File: config.mk
export PLATFORM = sky130hd
export DESIGN_NAME = jtl_unit
export DESIGN_NICKNAME = d
export VERILOG_FILES = /design/src/rtl/jtl_pkg.sv /design/src/rtl/jtl_select_check.sv /design/src/rtl/jtl_target_form.sv /design/src/rtl/jtl_link_form.sv /design/src/rtl/jtl_unit.sv
export SDC_FILE = /design/constraint.sdc
export NUM_CORES = 1
export LEC_CHECK = 0
export ABC_CLOCK_PERIOD_IN_PS = 3500
export CAP_MARGIN = 20
export CORE_UTILIZATION = 36
export DETAILED_ROUTE_END_ITERATION = 7
export GPL_TIMING_DRIVEN = 0
export HOLD_SLACK_MARGIN = 0.12
export PLACE_DENSITY = 0.66
export REMOVE_ABC_BUFFERS = 1
export SLEW_MARGIN = 20
export SYNTH_ARGS = -nofsm -noshare
export SYNTH_HDL_FRONTEND = slang
export SYNTH_SLANG_ARGS = --single-unit
File: constraint.sdc
create_clock -name clk -period 3.5 [get_ports clk]
set_input_delay 0.525 -clock clk [delete_from_list [all_inputs] [get_ports clk]]
set_output_delay 0.525 -clock clk [all_outputs]
set_load 0.1 [all_outputs]
File: src/rtl/jtl_pkg.sv
package jtl_pkg;
  localparam int NUM_KINDS   = 3;
  localparam int KIND_REG    = 0;
  localparam int KIND_REGION = 1;
  localparam int KIND_DIRECT = 2;
endpackage

File: src/rtl/jtl_select_check.sv
module jtl_select_check #(
  parameter int N = jtl_pkg::NUM_KINDS
) (
  input  logic [N-1:0] sel,
  output logic         legal
);
  localparam int CW = $clog2(N + 1);
  logic [CW-1:0] ones;

  always_comb begin
    ones = '0;
    for (int i = 0; i < N; i++) ones = ones + CW'(sel[i]);
    legal = (ones == CW'(1));
  end
endmodule

File: src/rtl/jtl_target_form.sv
module jtl_target_form #(
  parameter int XLEN  = 32,
  parameter int IDX_W = 26
) (
  input  logic [XLEN-1:0]                 next_pc,
  input  logic [XLEN-1:0]                 reg_val,
  input  logic [XLEN-1:0]                 imm_val,
  input  logic [jtl_pkg::NUM_KINDS-1:0]   sel,
  output logic [XLEN-1:0]                 target
);
  import jtl_pkg::*;
  localparam int REGION_W = XLEN - IDX_W - 2;

  logic [XLEN-1:0] cand [NUM_KINDS];

  genvar k;
  generate
    for (k = 0; k < NUM_KINDS; k++) begin : g_kind
      if (k == KIND_REG) begin : g_reg
        assign cand[k] = reg_val;
      end else if (k == KIND_REGION) begin : g_region
        assign cand[k] = {next_pc[XLEN-1 -: REGION_W], imm_val[IDX_W-1:0], 2'b00};
      end else begin : g_direct
        assign cand[k] = next_pc + imm_val;
      end
    end
  endgenerate

  always_comb begin
    target = '0;
    for (int i = 0; i < NUM_KINDS; i++)
      target = target | (cand[i] & {XLEN{sel[i]}});
  end
endmodule

File: src/rtl/jtl_link_form.sv
module jtl_link_form #(
  parameter int XLEN      = 32,
  parameter int LINK_STEP = 4
) (
  input  logic [XLEN-1:0] next_pc,
  input  logic            dest_zero,
  input  logic            legal,
  output logic [XLEN-1:0] link_val,
  output logic            link_we
);
  always_comb begin
    link_val = legal ? next_pc + XLEN'(LINK_STEP) : '0;
    link_we  = legal & ~dest_zero;
  end
endmodule

File: src/rtl/jtl_unit.sv
module jtl_unit #(
  parameter int XLEN      = 32,
  parameter int IDX_W     = 26,
  parameter int LINK_STEP = 4
) (
  input  logic                          clk,
  input  logic                          rst,
  input  logic                          in_valid,
  input  logic [XLEN-1:0]               next_pc,
  input  logic [XLEN-1:0]               reg_val,
  input  logic [XLEN-1:0]               imm_val,
  input  logic                          dest_zero,
  input  logic [jtl_pkg::NUM_KINDS-1:0] kind_sel,
  output logic                          out_valid,
  output logic [XLEN-1:0]               target,
  output logic [XLEN-1:0]               link_val,
  output logic                          link_we,
  output logic                          illegal
);
  import jtl_pkg::*;

  logic            legal;
  logic [XLEN-1:0] tgt_raw;
  logic [XLEN-1:0] link_raw;
  logic            we_raw;

  jtl_select_check #(.N(NUM_KINDS)) u_check (
    .sel   (kind_sel),
    .legal (legal)
  );

  jtl_target_form #(.XLEN(XLEN), .IDX_W(IDX_W)) u_target (
    .next_pc (next_pc),
    .reg_val (reg_val),
    .imm_val (imm_val),
    .sel     (kind_sel),
    .target  (tgt_raw)
  );

  jtl_link_form #(.XLEN(XLEN), .LINK_STEP(LINK_STEP)) u_link (
    .next_pc   (next_pc),
    .dest_zero (dest_zero),
    .legal     (legal),
    .link_val  (link_raw),
    .link_we   (we_raw)
  );

  always_ff @(posedge clk) begin
    if (rst) begin
      out_valid <= 1'b0;
      target    <= '0;
      link_val  <= '0;
      link_we   <= 1'b0;
      illegal   <= 1'b0;
    end else begin
      out_valid <= in_valid;
      if (in_valid) begin
        target   <= legal ? tgt_raw : '0;
        link_val <= link_raw;
        link_we  <= we_raw;
        illegal  <= ~legal;
      end
    end
  end

  assert_valid_follows_R2: assert property (@(posedge clk) disable iff (rst)
    in_valid |=> out_valid);
  assert_valid_drops_R2: assert property (@(posedge clk) disable iff (rst)
    !in_valid |=> !out_valid);
  assert_reg_target_R3: assert property (@(posedge clk) disable iff (rst)
    (in_valid && kind_sel == 3'b001) |=> target == $past(reg_val));
  assert_region_align_R4: assert property (@(posedge clk) disable iff (rst)
    (in_valid && kind_sel == 3'b010) |=> target[1:0] == 2'b00);
  assert_link_step_R6: assert property (@(posedge clk) disable iff (rst)
    (in_valid && $onehot(kind_sel)) |=> link_val == $past(next_pc) + XLEN'(LINK_STEP));
  assert_link_suppress_R7: assert property (@(posedge clk) disable iff (rst)
    (in_valid && dest_zero) |=> !link_we);
  assert_illegal_quiet_R8: assert property (@(posedge clk) disable iff (rst)
    (out_valid && illegal) |-> (!link_we && target == '0 && link_val == '0));
  assert_hold_R9: assert property (@(posedge clk) disable iff (rst)
    !in_valid |=> ($stable(target) && $stable(link_val) && $stable(link_we) && $stable(illegal)));
endmodule

# After elaboration in Yosys (flattened, before gate mapping)
# Cells that the tools add are included.
# totals
regBits	67
elab_cells	20
# op_classes
add_sub_neg	4
n_eq_ne	1
muxes	2
bitwise	8
# ops
op	n
$and A32 B32 Y32	3
$mux W32	2
$or A32 B32 Y32	2
$add A32 B3 Y32 const B	1
$add A32 B32 Y32	1
$add A1 B1 Y2	1
$add A2 B1 Y2	1
$eq A2 B1 Y1 const B	1
$not A1 Y1	2
$and A1 B1 Y1	1

# Depth between registers and ports, before layout
# Gate-level depths: netlist of the first run.
# depth
ltp_word	4
ltp_mapped	12
mapped_depth_nobuf	12

# Modules after synthesis
# A second synthesis of the first run with hierarchy kept.
# hier_totals
hier_cells	715
area_unflattened_um2	5556.6
# modules_own_cells
module	n_inst	cells_each	area_per_inst_um2
jtl_unit	1	254	2483.6
jtl_target_form	1	325	2235.9
jtl_link_form	1	134	803.3
jtl_select_check	1	2	33.8

# Worst setup path after synthesis of the first run
# Ideal clock, no wire load.
# synth_timing
path_type	input to register
start	in kind_sel[0] (netlist bit)
end	reg target[29]
arrival_time_ns	2.634
path_slack_ns	0.792
stages	10
cell_sequence	clkdlybuf4s15_1 clkbuf_1 inv_1 fa_1 nand3b_2 or2_2 clkbuf_1 nor2_1 a21oi_1 o21ai_0
# synth_via
elab_chain_len	4
elab_cells_between_ends	7
classes_between	add/sub: 2; eq/ne: 1; mux: 1; bitwise: 3
# synth_lines
item	line_no	rtl
start: declaration	jtl_unit.sv:13	input logic [jtl_pkg::NUM_KINDS-1:0] kind_sel,
$add A1 B1 Y2 / $and A32 B32 Y32 (equally long branches)	jtl_select_check.sv:12, jtl_target_form.sv:32	
$add A2 B1 Y2 / $or A32 B32 Y32 (equally long branches)	jtl_select_check.sv:12, jtl_target_form.sv:32	
$eq A2 B1 Y1 / $or A32 B32 Y32 (equally long branches)	jtl_select_check.sv:13, jtl_target_form.sv:32	
$mux W32 *	jtl_unit.sv:58	target <= legal ? tgt_raw : '0;
end signal: assignment	jtl_unit.sv:58	
end: declaration	jtl_unit.sv:15	output logic [XLEN-1:0] target,
# Mark *: on every way between the ends. The rest lies on a longest branch, timed or not.
# A chain may end at the register's enable or synchronous reset.

# Worst setup path in the final report of the first run
# layout_timing
start	in imm_val[0]
end	reg target[28]
# layout_via
elab_chain_len	4
# layout_lines
item	line_no	rtl
start: declaration	jtl_unit.sv:11	input logic [XLEN-1:0] imm_val,
$add A32 B32 Y32	jtl_target_form.sv:24	assign cand[k] = next_pc + imm_val;
$and A32 B32 Y32	jtl_target_form.sv:32	target = target | (cand[i] & {XLEN{sel[i]}});
$or A32 B32 Y32	jtl_target_form.sv:32	
$mux W32	jtl_unit.sv:58	
# No other way between the ends.

==> results of run 1 <==
==> area by class of cell <==
type                    count  share of cell area [%]
repair buffers            174                   25.36
well taps                 172                   3.120
clock inverters             1                  0.4354
multi-input cells         478                   46.90
inverters                  13                  0.7075
flip-flops and latches     67                   19.45
clock buffers              15                   4.028
==> worst register-to-register path, cell delays in order (launching register included) <==
cell	delay [ns]
dfxtp_1	0.32
nor2b_1	0.18
a221oi_1	0.09
a211oi_1	0.27
a21boi_0	0.20
==> report_power, final <==
part           internal, mW  switching (mW)  leakage [nW]  total [mW]
clock                 0.611           0.346         0.150       0.957
combinational         0.363           0.590          1.92       0.953
sequential            0.796          0.0180         0.544       0.814
total                  1.77           0.954          2.61        2.72
==> flip-flops by register name, summed over array words and instances, names as in the netlist <==
| register | flops |
|---|---|
| illegal | 1 |
| link_we | 1 |
| link_val | 32 |
| out_valid | 1 |
| target | 32 |
==> cells in the mapped netlist (4+ instances only) <==
cell      count
o21ai_0      32
a222oi_1     21
dfxtp_1      67
a21boi_0      4
nor3_1        5
a211oi_1      9
buf_2         4
xor2_1       24
nand2_1      56
o221ai_1      4
ha_1         32
clkbuf_1     23
nor2b_1       5
xnor2_1      34
inv_1        13
and4_1        4
o21a_1        4
nand4_1       5
nand3_1      21
nor2_1       70
a22oi_1      30
a21o_1       15
and3_1        8
a21oi_1      47
==> placed cells by master, fill, tap and decap left out, drive strengths merged, types with 4 or more instances in the layout <==
| cell type | instances |
|---|---|
| a211oi | 10 |
| a21boi | 4 |
| a21o | 16 |
| a21oi | 48 |
| a222oi | 21 |
| a22oi | 30 |
| and3 | 9 |
| and4 | 4 |
| buf | 8 |
| clkbuf | 16 |
| clkdlybuf4s50 | 165 |
| dfxtp | 67 |
| ha | 32 |
| inv | 13 |
| nand2 | 56 |
| nand3 | 21 |
| nand4 | 6 |
| nor2 | 70 |
| nor2b | 7 |
| nor3 | 6 |
| o21a | 4 |
| o21ai | 36 |
| o221ai | 4 |
| xnor2 | 34 |
| xor2 | 24 |
==> stage by stage <==
step / hold WS [ns] / total power [mW] / util [%]
5_1_grt: 0.4774 / 2.849 / 53.99
3_5_place_dp: 0.4435 / 1.778 / 51.62
3_3_place_gp: 0.4373 / 1.761 / 51.07
2_1_floorplan: 0.5893 / 1.443 / -
6_report: 0.4500 / 2.724 / 53.99
4_1_cts: 0.4567 / 2.744 / 54.02
==> layer usage <==
layer / up-vias / GRT usage (%) / wire [um]
li1: 2490 / - / -
met1: 2397 / 29.34 / 7013
met2: 200 / 39.84 / 7491
met3: 26 / 3.244 / 891
met4: 0 / 10.80 / 397
met5: - / 0 / 0
==> worst max path at each step <==
| stage | start | end | slack [ns] | cells after the start |
|---|---|---|---|---|
| final | imm_val[0] | target[28] | 0.18 | 13 |
| after global routing | imm_val[0] | target[28] | 0.02 | 13 |
| after CTS | kind_sel[2] | target[29] | 0.04 | 8 |
| after detailed placement | kind_sel[2] | target[31] | -0.59 | 8 |
| after global placement | kind_sel[0] | target[24] | -2.90 | 7 |
| after floorplan | in_valid | target[24] | 0.20 | 5 |
==> cells by family (layout without fill, tap and decap cells) <==
kind of cell	Yosys count	count (layout)	synth area share, %
fa+ha+maj	34	34	9.227
flops	67	67	28.10
simple gates	192	192	19.13
buf+inv	45	203	4.299
compound gates	194	194	28.60
xor+xnor	58	58	10.64
==> repair_timing <==
action / CTS / global route
hold endpoints to repair: 0 / 0
endpoints found under the setup margin: 26 / 23
gates resized for setup: 1 / 2
pin swaps: 0 / 1
cloned: 0 / 0
==> reports/metrics.yaml, run 1 <==
clock_network:
  path_clk_slew_ns: 0.05
  clock_latency_ns: 0.34
  clkSinkCount: 67
  cts_hold_buf: 0
  cts_tree: "done"
  post_cts_buffers: 0
  cts_made_buffers: 9
  clockBufferDepth: 2
  htreeDepth: 3
  clock-root-buffer: "clkbuf_16"
grt:
  antenna_found_initial: 0
  grt_overflow: 0
  track_usage_pct: 23.44
  grt_max_degree: 34
  grt_pass1_vias: 5006
  grt_pass1_wl_um: 24810
hold_path:
  hold_class: "reg2reg"
  min_path_cells: 2
  holdCritStartpoint: "link_val[26]"
  worstHoldEndpoint: "link_val[26]"
synthesis:
  ys_warn_count: 0
  async_flop_share_pct: 0
  ys_seq_elements: 67
  synthesis.area_um2: 4773
  synth.largest_area_cell: "dfxtp_1"
  synth_top_area_share_pct: 28.10
  ys_seq_area_share_pct: 28.10
  syn_area_per_cell_um2: 8.090
  synthTopCellsByArea: "dfxtp_1 28%, ha_1 8.4%, xnor2_1 6.2%, nor2_1 5.5%, a21oi_1 4.9%"
  synth_edf_count: 0
  synthCells: 590
  synthDistinctLibCells: 64
  ys.flop_type: "dfxtp_1"
floorplan:
  core_um2: 12770
  fp.dieArea_um2: 13720
  start_util_pct: 37.37
  row_count: 41
  die_h_um: 117.2
  io_pins: 170
  die_w_um: 117.2
layout:
  layout.nets: 880
  post_route_cells_drive_above_1_share_pct: 5.882
  n_antenna_cell: 0
  finish.instance_area_um2: 6897
  multiInputGateArea_um2: 3234
  layout.area.seq_um2: 1341
  final_cells: 920
  fillers: 1156
  syn2layout_area_growth_pct: 44.48
place:
  placedCellCount: 904
  dp_hpwl_um: 11850
  postPlaceCellArea_um2: 6594
  gp_congestion: 0.8310
  numPortBuffers: 169
  place_ws_ns: -0.5871
timing:
  maxSlewViolCount: 0
  worstMarginPinSlew_ns: 1.028
  clock.fmax_mhz: 301.5
  period_share_pct: 94.76
  layout_min_cycle_time_ns: 3.317
  fin_setup_tns_ns: 0
  max-slew-margin-rel_pct: 31.24
  timing.final.ws_setup_ns: 0.1833
  rsz0062_at_grt: "no"
  fin_skew_ns: 0
  hold_viol: 0
  setup_violations: 0
critical_path:
  required_ns: 3.75
  cp_cell_sequence: "clkdlybuf4s50_1 > ha_1 > inv_1 > fa_1 > nand2b_1 > a21oi_1 > nor4b_1 > o21ai_2 > a21oi_1 > o211ai_1 > o21ai_0 > xor2_1 > o221ai_1"
  path_buf_inv: 2
  crit_family: "compound AO/OA/AOI/OAI gates"
  crit_path_frequent_cell: "a21oi_1"
  reg2reg_to: "target[24]"
  startpoint_type: "input pin"
  slowest_stage: "clkdlybuf4s50_1"
  crit_path_end_kind: "register"
  regToRegSetupSlack_ns: 2.36
  r2r-start: "target[24]"
  cpPeakStageDelay_ns: 0.50
  r2r_cells: 4
  arrival_ns: 3.57
  path_class: "in2reg"
  crit_path_max_fanout: 6
drt:
  dr_total_vias: 5113
  via_per_inst: 5.558
  ant_nets: 0
  wire_per_inst_um: 17.17
  dr.pass1.iters: 7
  drc: 0
  routed_wl_um: 15790
  drtIter0Drc: 301
job:
  drv_cap: 0
outcome:
  status: "finished, final reports clean"
power:
  peakVddDrop_v: 0.0002288
  leakage_nw: 2.611
  power_density_nw_per_um2: 395.0
Power figures use the tool's default switching activity.
==> run 2, diff against run 1 <==
Settings changed: ABC_AREA set to 1, CORE_MARGIN set to 2, PLACE_DENSITY 0.66 to not set.
==> run 2 against run 1 <==
  * Cell count is 58% higher
  * Wire length up 38%
  * Design area grew 20%
  * Die area increased by 31%
  * Sequential power fell by 0.5%
  * First-iteration DRC count is 65% higher
  * Critical path type unchanged
  * Largest power group is now combinational cells
==> reports/metrics.yaml, run 2 <==
floorplan:
  die_h_um: 134.0  # +14%
  row_count: 47  # +15%
  io_pins: 170  # unchanged
  die_w_um: 134.0  # +14%
  core_um2: 16580  # +30%
  fp.dieArea_um2: 17960  # +31%
  start_util_pct: 36.70  # -0.67 points
synthesis:
  ys_seq_area_share_pct: 22.04  # -6.1 points
  ys.flop_type: "dfxtp_1"
  synthTopCellsByCount: "416 x nand2_1, 156 x inv_1, 97 x a21oi_1"
  synth_top_area_share_pct: 25.66  # -2.4 points
  synth.most_common_cell: "nand2_1"
  ys_warn_count: 0  # unchanged
  synth_compound_area_share_pct: 14.00  # -15 points
  synthTopCellsByArea: "nand2_1 26%, dfxtp_1 22%, inv_1 9.6%, a21oi_1 8.0%, nand3_1 6.7%"
  synthCells: 1075  # +82%
  synth.largest_area_cell: "nand2_1"
  synth_edf_count: 0  # unchanged
  syn_area_per_cell_um2: 5.661  # -30%
  synthDistinctLibCells: 44  # -31%
  synthAdderAreaFrac_pct: 7.237  # -2.0 points
  synthSimpleGateAreaFrac_pct: 43.65  # +25 points
  ys_seq_elements: 67  # unchanged
  synth.area.mux_share_pct: 0  # unchanged
  async_flop_share_pct: 0  # unchanged
  synth_top_family_by_area: "simple AND/OR/NAND/NOR gates"
  synthesis.area_um2: 6086  # +27%
  synth_xor_area_share_pct: 0.5757  # -10 points
timing:
  period_share_pct: 90.95  # -3.8 points
  layout_min_cycle_time_ns: 3.183  # -0.1336 ns
  hold_viol: 0  # unchanged
  setup_violations: 0  # unchanged
  maxSlewViolCount: 0  # unchanged
  max-slew-margin-rel_pct: 26.67  # -4.6 points
  worstMarginPinSlew_ns: 1.090  # +0.06178 ns
  fin_skew_ns: 0  # unchanged
  rsz0062_at_grt: "no"
  timing.final.ws_setup_ns: 0.3168  # +0.1336 ns
  clock.fmax_mhz: 314.2  # +4.2%
  finalHoldWorstSlack_ns: 0.4635  # +0.01355 ns
critical_path:
  required_ns: 3.78  # +0.03 ns
  startpoint: "kind_sel[2]"
  path_buf_inv: 4  # +2
  slowest_stage: "clkdlybuf4s18_2"
  crit_path_max_fanout: 31  # +25
  arrival_ns: 3.46  # -0.11 ns
  path_class: "in2reg"
  r2r-start: "target[18]"
  crit_family: "buffers and inverters"
  crit_path_frequent_cell: "clkinv_2"
  cp_cell_sequence: "clkdlybuf4s18_2 > clkinv_2 > fa_1 > nor2_2 > nand2_2 > clkinv_2 > buf_12 > o221ai_1 > a21oi_1"
  crit_path_end_kind: "register"
  cpPeakStageDelay_ns: 0.56  # +0.06 ns
  startpoint_type: "input pin"
clock_network:
  clock_latency_ns: 0.34  # about the same
  path_clk_slew_ns: 0.06  # about the same
  cts_hold_buf: 0  # unchanged
  clkSinkCount: 67  # unchanged
  cts_made_buffers: 9  # unchanged
  clockBufferDepth: 2  # unchanged
  cts_tree: "done"
  htreeDepth: 3  # unchanged
  clock-root-buffer: "clkbuf_16"
power:
  power_density_nw_per_um2: 349.3  # -12%
  leakage_nw: 3.901  # +49%
  power_mw: 2.890  # +6.1%
  peakVddDrop_v: 0.0002331  # +1.9%
grt:
  track_usage_pct: 24.31  # +0.87 points
  grt_overflow: 0  # unchanged
  grt_pass1_wl_um: 34300  # +38%
  antenna_found_initial: 0  # unchanged
  grt_pass1_vias: 6417  # +28%
  grt_max_degree: 67  # +97%
drt:
  via_per_inst: 4.906  # -12%
  drtIter0Drc: 498  # +65%
  drc: 0  # unchanged
  dr.pass1.iters: 5  # -2
  ant_nets: 0  # unchanged
  routed_wl_um: 21820  # +38%
  wire_per_inst_um: 15.04  # -12%
  dr_total_vias: 7118  # +39%
job:
  drv_cap: 0  # unchanged
place:
  dp_hpwl_um: 17140  # +45%
  place_ws_ns: -1.363  # -0.7760 ns
  numPortBuffers: 169  # unchanged
  gp_congestion: 0.9063  # +9.1%
  postPlaceCellArea_um2: 7950  # +21%
layout:
  n_antenna_cell: 0  # unchanged
  final_common_cell: "nand2_1"
  reg_top3: "link_val (32), target (32)"
  layout.nets: 1363  # +55%
  mostFrequentLayoutCells: "416 x nand2_1, 165 x clkdlybuf4s50_1, 155 x inv_1, 97 x a21oi_1, 81 x nand3_1"
  post_route_cells_drive_above_1_share_pct: 4.630  # -1.3 points
  fillers: 1825  # +58%
  syn2layout_area_growth_pct: 35.94
  finish.instance_area_um2: 8273  # +20%
hold_path:
  hold_class: "reg2reg"
  holdCritStartpoint: "target[15]"
outcome:
  status: "finished, final reports clean"
-- run 2: metrics by stage --
| stage | utilization [%] | TNS, ns | std cells |
|---|---|---|---|
| after global placement | 47.75 | -120.76 | 1433 |
| after global routing | 49.89 | 0 | 1451 |
| after floorplan | - | 0 | 1044 |
| final | 49.89 | 0 | 1451 |
| after detailed placement | 47.94 | -70.71 | 1435 |
| after CTS | 49.88 | 0 | 1451 |
-- run 2: tightest hold or removal path: cells and delay by family (launching register included) --
kind	cells	cell delay (ns)
flip-flops	1	0.31
AO/OA/AOI/OAI	1	0.05
AND/OR/NAND/NOR	1	0.06
-- run 2: metal layers --
layer / wire [um] / global-route usage, % / vias up
li1: - / - / 3713
met1: 10210 / 33.70 / 3175
met2: 9949 / 39.83 / 218
met3: 1432 / 3.779 / 12
met4: 226 / 5.556 / 0
met5: 0 / 0 / -
-- run 2: cells by family after synthesis --
| group | after synthesis |
|---|---|
| XOR/XNOR | 4 |
| AO/OA/AOI/OAI | 149 |
| buffers and inverters | 198 |
| flip-flops | 67 |
| adder cells (fa/ha/maj) | 34 |
| AND/OR/NAND/NOR | 623 |
-- run 2: cell type report --
| cell class | count | area [um2] | area share [%] |
|---|---|---|---|
| Multi-Input combinational cell | 810 | 3986 | 48.19 |
| Tap cell | 220 | 275.3 | 3.327 |
| Inverter | 167 | 631.9 | 7.638 |
| Clock buffer | 10 | 229.0 | 2.768 |
| Sequential cell | 67 | 1341 | 16.21 |
| Timing Repair Buffer | 171 | 1719 | 20.78 |
| Clock inverter | 6 | 90.09 | 1.089 |
-- run 2: repair_timing --
action                     4_1_cts  5_1_grt
setup endpoints to repair       66       31
gates resized for setup          4        2
buffers inserted                 0        0
-- run 2: final timing paths --
check | endpoint | slack [ns] | depth (start not counted)
worst max-delay path | link_val[14] | 0.32 | 9
worst min-delay path | target[15] | 0.46 | 2
worst max register to register | target[18] | 2.83 | 2
worst min register to register | target[15] | 0.46 | 2
-- run 2: power by group --
part	switching [mW]	internal, mW
combinational	0.707	0.356
sequential	0.0157	0.795
clock	0.390	0.626
total	1.11	1.78
==> run 3, diff against run 2 <==
Settings changed: GPL_TIMING_DRIVEN 0 to not set.
==> run 3 against run 2 <==
  * Via count rose by 1.7%
  * Clock power rose by 7%
  * Setup slack improved by 0.54 ns
  * Register-to-register slack barely moved
  * Sequential power barely moved
  * Critical path depth rose by 7
  * Global-route usage rose by 1.2 points
==> reports/metrics.yaml, run 3 (synthesized netlist as in run 2, its figures left out) <==
power:
  power.switching_mw: 1.116  # +0.22%
  swShare_pct: 37.30  # -1.2 points
  power_density_nw_per_um2: 356.9  # +2.2%
  power.internal_mw: 1.876  # +5.6%
  leakage_nw: 3.966  # +1.7%
  p_clk_share_pct: 36.6  # +1.4 points
  peakVddDrop_v: 0.0002188  # -6.1%
  seqPwrFrac_pct: 27.2  # -0.8 points
  comb_power_share_pct: 36.3  # -0.5 points
layout:
  multiInputGateArea_um2: 3984  # about the same
  n_antenna_cell: 0  # unchanged
  layout.area.seq_um2: 1341  # unchanged
  fillers: 1766  # -3.2%
  post_route_cells_drive_above_1_share_pct: 5.149  # +0.52 points
  finish.instance_area_um2: 8382  # +1.3%
  reg_top3: "link_val (32), target (32)"
  mostFrequentLayoutCells: "416 x nand2_1, 168 x clkdlybuf4s50_1, 155 x inv_1, 97 x a21oi_1, 81 x nand3_1"
  layout.nets: 1375  # +0.88%
  final_common_cell: "nand2_1"
  syn2layout_area_growth_pct: 37.73
timing:
  hold_viol: 0  # unchanged
  period_share_pct: 75.45  # -16 points
  max-slew-margin-rel_pct: 31.26  # +4.6 points
  worstMarginPinSlew_ns: 1.028  # -0.06194 ns
  layout_min_cycle_time_ns: 2.641  # -0.5425 ns
  fin_skew_ns: 0  # unchanged
  clock.fmax_mhz: 378.7  # +21%
  setup_violations: 0  # unchanged
  fin_setup_tns_ns: 0  # unchanged
  rsz0062_at_grt: "no"
  maxSlewViolCount: 0  # unchanged
grt:
  grt_pass1_vias: 6668  # +3.9%
  grt_util_met2_pct: 42.34  # +2.5 points
  track_usage_pct: 25.55  # +1.2 points
  use_met1_pct: 34.24  # +0.54 points
  grt_pass1_wl_um: 35860  # +4.5%
  antenna_found_initial: 0  # unchanged
  use_met3_pct: 4.384  # +0.60 points
  grt_max_degree: 49  # -27%
  busiest_layer: "met2"
  grt_overflow: 0  # unchanged
floorplan:
  start_util_pct: 36.70  # unchanged
  die_w_um: 134.0  # unchanged
  core_um2: 16580  # unchanged
  row_count: 47  # unchanged
  io_pins: 170  # unchanged
  fp.dieArea_um2: 17960  # unchanged
  die_h_um: 134.0  # unchanged
clock_network:
  cts_hold_buf: 0  # unchanged
  cts_tree: "done"
  post_cts_buffers: 0  # unchanged
  clkSinkCount: 67  # unchanged
  path_clk_slew_ns: 0.06  # about the same
  cts_made_buffers: 9  # unchanged
  clockBufferDepth: 2  # unchanged
  clock_latency_ns: 0.34  # about the same
  cts_resized: 0  # -4
  htreeDepth: 3  # unchanged
  clock-root-buffer: "clkbuf_16"
critical_path:
  slowest_stage: "clkdlybuf4s50_1"
  crit_family: "simple AND/OR/NAND/NOR gates"
  crit_path_end_kind: "register"
  arrival_ns: 2.85  # -0.61 ns
  path_buf_inv: 3  # -1
  path_class: "in2reg"
  startpoint_type: "input pin"
  cp_cell_sequence: "clkdlybuf4s50_1 > ha_1 > inv_1 > fa_1 > inv_1 > nand3_1 > nand3_1 > nand3_1 > nand3_1 > nand2_1 > nand2_1 > nand2_1 > nand3_1 > nand2_1 > nand2_1 > a21oi_1"
  required_ns: 3.71  # -0.07 ns
  crit_path_max_fanout: 4  # -87%
  cpPeakStageDelay_ns: 0.49  # -0.07 ns
drt:
  wire_per_inst_um: 15.69  # +4.3%
  dr_total_vias: 7242  # +1.7%
  via_per_inst: 4.950  # +0.91%
  drtIter0Drc: 559  # +12%
  routed_wl_um: 22960  # +5.2%
  ant_nets: 0  # unchanged
  drc: 0  # unchanged
  dr.pass1.iters: 7  # +2
hold_path:
  hold_class: "reg2reg"
outcome:
  status: "finished, final reports clean"
place:
  postPlaceCellArea_um2: 8031  # +1.0%
  dp_hpwl_um: 18270  # +6.6%
  numPortBuffers: 169  # unchanged
  gp_congestion: 0.9321  # +2.8%
job:
  drv_cap: 0  # unchanged
[run 3: cell types whose count changed in the layout (fill, tap and decap cells not counted), sizes merged]
cell / before / now
clkdlybuf4s18: 1 / 0
bufinv: 2 / 3
inv: 164 / 165
clkdlybuf4s50: 165 / 168
clkinv: 6 / 4
buf: 5 / 15
[run 3: final cells by class]
cell class                      count  share of cell area, %
Clock inverter                      6                  1.329
Inverter                          167                  7.479
Clock buffer                       10                  2.851
Multi-Input combinational cell    810                  47.53
Tap cell                          220                  3.284
Timing Repair Buffer              183                  21.53
Sequential cell                    67                  16.00
[run 3: final timing paths]
check / from / to / slack [ns] / cells after the start
worst max-delay path: imm_val[0] / target[28] / 0.86 / 16
worst min-delay path: link_val[24] / link_val[24] / 0.46 / 2
worst max register to register: target[24] / target[24] / 2.84 / 2
worst min register to register: link_val[24] / link_val[24] / 0.46 / 2
[run 3: metal layers]
layer	wire, um	up-vias
met1	10640	3236
li1	-	3747
met2	10430	230
met5	0	-
met4	491	0
met3	1387	29
[run 3: through the flow]
step           hold WS [ns]  setup slack (ns)  power (mW)  cells  util (%)
2_1_floorplan        0.5874            0.7732       1.505   1044         -
3_5_place_dp         0.4563            0.5277       1.909   1447     48.43
3_3_place_gp         0.4557            0.5185       1.909   1447     48.43
6_report             0.4631            0.8594       2.992   1463     50.54
5_1_grt              0.4751            0.6114       3.144   1463     50.54
4_1_cts              0.4656            0.8827       3.018   1463     50.54
[run 3: worst register-to-register path, cell delays in order (launching register included)]
cell     delay (ns)
dfxtp_1        0.37
nand2_1        0.07
a21oi_1        0.15
[run 3: power by group through the flow]
stage | Clock [mW] | Combinational [mW] | Sequential [mW]
6_report | 1.09 | 1.08 | 0.812
5_1_grt | 1.14 | 1.19 | 0.816
4_1_cts | 1.12 | 1.09 | 0.813
3_5_place_dp | 0 | 1.08 | 0.829
3_3_place_gp | 0 | 1.08 | 0.829
2_1_floorplan | 0 | 0.450 | 1.05
